**config.mk**
```make
export PLATFORM = sky130hd
export DESIGN_NAME = pwr_state_arb
export DESIGN_NICKNAME = d
export VERILOG_FILES = /design/src/rtl/pwr_arb_pkg.sv /design/src/rtl/pwr_arb_edge.sv /design/src/rtl/pwr_arb_target.sv /design/src/rtl/pwr_arb_seq.sv /design/src/rtl/pwr_state_arb.sv
export SDC_FILE = /design/constraint.sdc
export NUM_CORES = 1
export LEC_CHECK = 0
export BUFFER_PORTS_ARGS = -buffer_cell sky130_fd_sc_hd__buf_2
export CAP_MARGIN = 10
export CORE_AREA = 3 3 40 42
export DETAILED_ROUTE_END_ITERATION = 8
export DIE_AREA = 0 0 43 45
export PLACE_DENSITY = 0.68
export SLEW_MARGIN = 10
export SYNTH_ARGS = -nofsm -noshare
export SYNTH_HDL_FRONTEND = slang
export SYNTH_SLANG_ARGS = --single-unit
```
**constraint.sdc**
```tcl
create_clock -name clk -period 1.8 [get_ports clk]
set_input_delay 0.36 -clock clk [delete_from_list [all_inputs] [get_ports clk]]
set_output_delay 0.36 -clock clk [all_outputs]
set_load 0.02 [all_outputs]
```
**src/rtl/pwr_arb_pkg.sv**
```systemverilog
package pwr_arb_pkg;

  typedef enum logic [2:0] {
    PS_OFF       = 3'd0,
    PS_ACTIVE    = 3'd1,
    PS_MCU_MEM   = 3'd2,
    PS_MCU_NOMEM = 3'd3,
    PS_MEM_RET   = 3'd4,
    PS_RET       = 3'd5
  } pwr_state_e;

  // Sleep-bit table: both high is full power; only slp_b high keeps MCU up.
  function automatic pwr_state_e decode_sleep(logic a, logic b, logic keep);
    if (a && b)  return PS_ACTIVE;
    else if (b)  return keep ? PS_MCU_MEM : PS_MCU_NOMEM;
    else         return keep ? PS_MEM_RET : PS_RET;
  endfunction

  // Priority: OFF exit by enable edge, then interrupt, then wake, then table.
  function automatic pwr_state_e pick_target(pwr_state_e cur, logic en_rise,
                                             logic irq, logic wake,
                                             logic a, logic b, logic keep);
    if (cur == PS_OFF) return en_rise ? PS_ACTIVE : PS_OFF;
    else if (irq)      return PS_ACTIVE;
    else if (wake)     return PS_ACTIVE;
    else               return decode_sleep(a, b, keep);
  endfunction

endpackage

```
**src/rtl/pwr_arb_edge.sv**
```systemverilog
module pwr_arb_edge #(
  parameter int N = 1
) (
  input  logic         clk,
  input  logic [N-1:0] lvl,
  output logic [N-1:0] rise
);
  logic [N-1:0] lvl_q;

  // Sampled through reset too, so a level held from reset is not an edge.
  always_ff @(posedge clk) lvl_q <= lvl;

  for (genvar i = 0; i < N; i++) begin : g_bit
    assign rise[i] = lvl[i] & ~lvl_q[i];
  end
endmodule

```
**src/rtl/pwr_arb_target.sv**
```systemverilog
module pwr_arb_target
  import pwr_arb_pkg::*;
(
  input  pwr_state_e cur,
  input  logic       en_rise,
  input  logic       irq,
  input  logic       wake,
  input  logic       slp_a,
  input  logic       slp_b,
  input  logic       keep_mem,
  output pwr_state_e tgt
);
  always_comb tgt = pick_target(cur, en_rise, irq, wake, slp_a, slp_b, keep_mem);
endmodule

```
**src/rtl/pwr_arb_seq.sv**
```systemverilog
module pwr_arb_seq
  import pwr_arb_pkg::*;
(
  input  logic       clk,
  input  logic       rst_n,
  input  pwr_state_e tgt,
  input  logic       done,
  output pwr_state_e cur,
  output logic       busy,
  output logic       start,
  output pwr_state_e from_s,
  output pwr_state_e to_s,
  output logic       change_go
);
  assign change_go = !busy && (tgt != cur);

  always_ff @(posedge clk) begin
    if (!rst_n) begin
      cur    <= PS_OFF;
      busy   <= 1'b0;
      start  <= 1'b0;
      from_s <= PS_OFF;
      to_s   <= PS_OFF;
    end else begin
      start <= 1'b0;
      if (busy) begin
        if (done) busy <= 1'b0;
      end else if (change_go) begin
        from_s <= cur;
        to_s   <= tgt;
        cur    <= tgt;
        start  <= 1'b1;
        busy   <= 1'b1;
      end
    end
  end
endmodule

```
**src/rtl/pwr_state_arb.sv**
```systemverilog
module pwr_state_arb
  import pwr_arb_pkg::*;
(
  input  logic       clk,
  input  logic       rst_n,
  input  logic       slp_a,
  input  logic       slp_b,
  input  logic       keep_mem,
  input  logic       en_pin,
  input  logic       en_irq_pend,
  input  logic       wake_pin,
  input  logic       seq_done,
  output logic [2:0] state_o,
  output logic       seq_start,
  output logic [2:0] seq_from,
  output logic [2:0] seq_to
);
  logic       en_rise;
  logic       seq_busy;
  logic       change_go;
  pwr_state_e cur_state, tgt_state, from_s, to_s;

  pwr_arb_edge #(.N(1)) u_edge (
    .clk  (clk),
    .lvl  (en_pin),
    .rise (en_rise)
  );

  pwr_arb_target u_tgt (
    .cur      (cur_state),
    .en_rise  (en_rise),
    .irq      (en_irq_pend),
    .wake     (wake_pin),
    .slp_a    (slp_a),
    .slp_b    (slp_b),
    .keep_mem (keep_mem),
    .tgt      (tgt_state)
  );

  pwr_arb_seq u_seq (
    .clk       (clk),
    .rst_n     (rst_n),
    .tgt       (tgt_state),
    .done      (seq_done),
    .cur       (cur_state),
    .busy      (seq_busy),
    .start     (seq_start),
    .from_s    (from_s),
    .to_s      (to_s),
    .change_go (change_go)
  );

  assign state_o  = cur_state;
  assign seq_from = from_s;
  assign seq_to   = to_s;
endmodule

```
==> impl_results.md <==
* RSZ-0062 raised after global routing: false
* Placed Cells incl. Taps at 80
* Startpoint of the most critical register-to-register path: u_seq.cur[1]
* Final min period at 1.54 ns
* Final weighted congestion of routability-driven global placement at 0.753
* Final critical-path setup slack at 0.260 ns
* Count of fill cells added during filler insertion at 129
* Worst hold endpoint: u_edge.lvl_q
* Slowest cell on the critical path: dfxtp_1
* Type of the tightest min-delay check: input pin to flop
* Data required time at the worst endpoint at 1.95 ns
* Hold path startpoint: en_pin
* Post-synthesis to final-layout area growth at 21.4%
* Total number of yosys warnings at 0
* Worst-Skew Late Latency at 0.26 ns
* IO buf count at 18
* Via count of the first global-routing pass at 373
* Placed cell areas at 577 sq um
* Share of synthesized area occupied by flip-flops and latches at 0.362
* Cell Area, Synth at 498 sq um
* Top cell type's share of synthesized area at 0.362
* Stages on worst setup path at 5
* Final count of hold timing violations at 0
* Residual DRC count at 0
* Sort of element at the end of the critical path: flop
* Clock H-tree levels at 1
* Post-CTS Setup Bufs at 0
* Xor and xnor fraction of the mapped netlist area at 0
* Top fanout value on the critical path at 10
* Cell variety after synth at 26
* Area fraction in and, or, nand and nor cells after synthesis at 0.236
* Worst path top cell family by delay: flip-flops
* Worst slew slack as a fraction of its limit at 0.786
* Root Buffer: clkbuf_4
* Register bit count reported by yosys at 9
* Post-detailed-route count of antenna-violating nets at 0
* Max stage delay on crit path at 0.51 ns
* Via-per-instance ratio at 4.94
* CP Class: flop to flop
* CP Launch Type: flop
* Number of instances on the worst hold path at 1
* Cells along the critical path: nor4b_1 > o21ai_0 > nand4_1 > o211ai_4 > o21a_1
* Peak supply drop at 0.274 mV
* Cell Rows at 13
* Fraction of layout cells with a size suffix above 1 at 0.420
* Die span in y at 45 um
* Multiplexer share of the synthesized area at 0.101
* Share of synthesized cell area in full adder, half adder and majority cells at 0
* Non-filler instance count after layout at 84
* CTS tree: done
* Initial Utilization at 0.388
* Drt pass-1 iters at 4
* Number of sinks on the clock net at 9
* Final total power at 0.000440 W
* Path depth of the worst reg2reg path at 5
* Die area at 0.00194 sq mm
* Combinational family with the most area after synthesis: simple AND/OR/NAND/NOR gates
* Worst slew pin tran at 0.320 ns
* Result of the run: completed
* Worst Skew at 0.0113 ns
* Post-Place Worst Slack at 0.209 ns
* Avg Synthesized Cell Area at 9.76 sq um
* First-pass GRT wire length at 1570 um
* Number of gates resized after cts at 0
* Synth Area in Compound Gates at 0.219
* Signal arrival time at the worst endpoint at 1.69 ns
* Count of final max-slew check failures at 0
* Hold buffer count at cts at 0
* Detailed placement HPWL at 749 um
* GR Overflow Total at 0
* Fmax at 0.650 GHz
* Number of nets in the layout at 79
* Reg clk slew, reported paths at 0.07 ns
* Number of buffers inserted during clock tree synthesis at 3
* Synth Net Count at 60
* Mapped Cells at 51
* Number of violations reported at the end of detailed-routing iteration 0 at 3
* Final setup TNS at 0 ns
* Total area of sequential cells at 180 sq um
* Worst flop-to-flop path endpoint: u_seq.busy
* Biggest area contributors in the synthesized netlist: dfxtp_1 (36%), mux2i_1 (10%), buf_4 (4.5%)
* Die X-Extent at 43 um
* Cell accounting for the most synthesized area: dfxtp_1
* I/O pin count at 19
* Post-route cell area at 604 sq um
* Clock buffer depth at 2
* Power density over the cells at 728 mW/mm^2
* R2R setup slack at 0.26 ns
* Final clock period utilization by the worst path at 0.855
* Leakage at 0.262 nW
* Worst path bufs/invs at 0
* Total wire length after detailed routing at 977 um
* Initial antenna violation count at 0
* Area of the placeable core at 0.00128 sq mm
* Number of max-capacitance violations reported at 0
* Largest net degree at the start of global routing at 12
* Number of inserted diodes at 0
* Footprint of the multi-input gates at 277 sq um
* Average routed wire per standard cell at 11.6 um
* All-Layer GR Usage at 0.109
* Setup-violating endpoint count in the final report at 0
* Routed via count at 415
## where the power goes
part,total [W],internal (W),switching [W]
Clock,0.000154,0.0000818,0.0000718
Combinational,0.0000754,0.0000333,0.0000420
Sequential,0.000211,0.000207,0.00000440
Total,0.000440,0.000322,0.000118
## flip-flops by register name, summed over array words and instances (netlist names)
signal / cells
u_seq.cur: 3
u_seq.from_s: 3
u_edge.lvl_q: 1
u_seq.busy: 1
u_seq.start: 1
## Yosys cell counts, drive strengths merged
cell and number:
dfxtp 9, nand4 1, clkbuf 1, o211ai 1
nand4b 1, nand3b 1, inv 1, a21boi 1
nor4b 1, a211o 1, nor2 4, o311a 1
mux2i 5, o31a 1, o21a 1, nand2 6
and2 1, o21ai 2, a21oi 2, nand2b 2
buf 4, nand3 2, nor2b 2
## layer usage
layer / wire length, um / track usage / vias to the layer above
met5: 0 / 0 / -
met4: 10 / 0.0723 / 0
met3: 70 / 0.0239 / 2
met2: 449 / 0.168 / 16
met1: 447 / 0.137 / 183
li1: - / - / 214
## area by class of cell
type / count / area share
multi-input combinational: 36 / 0.458
sequential: 9 / 0.298
timing repair buffer: 19 / 0.161
clock buffer: 3 / 0.0373
tap: 15 / 0.0311
clock inverter: 1 / 0.00828
inverter: 1 / 0.00621
## how the worst max path moves through the flow
stage,from,endpoint,slack (ns)
finish,u_seq.cur[1],u_seq.busy,0.26
CTS,u_seq.cur[1],u_seq.busy,0.23
floorplan,u_seq.cur[0],u_seq.cur[1],0.23
global placement,wake_pin,u_seq.cur[1],0.24
detailed placement,wake_pin,u_seq.cur[2],0.21
global route,u_seq.cur[1],u_seq.busy,0.1
## cell families after synthesis
kind of cell    Yosys count
buf+inv                   6
simple gates             21
mux                       5
flops                     9
compound gates           10
## metrics by stage
step	hold slack, ns	utilization
finish	0.220	0.470
global placement	0.444	0.449
CTS	0.212	0.470
global route	0.212	0.470
detailed placement	0.448	0.449
floorplan	0.388	-
## cell usage in the layout (no fill, tap or decap), types with 2 or more instances in the layout
| master | instances |
|---|---|
| dfxtp_1 | 9 |
| nand2_1 | 6 |
| nor2_1 | 4 |
| buf_2 | 18 |
| mux2i_1 | 5 |
| nor2b_1 | 2 |
| clkbuf_4 | 3 |
| o21ai_0 | 2 |
| nand3_1 | 2 |
No activity file was read; power rests on OpenSTA's default activity.
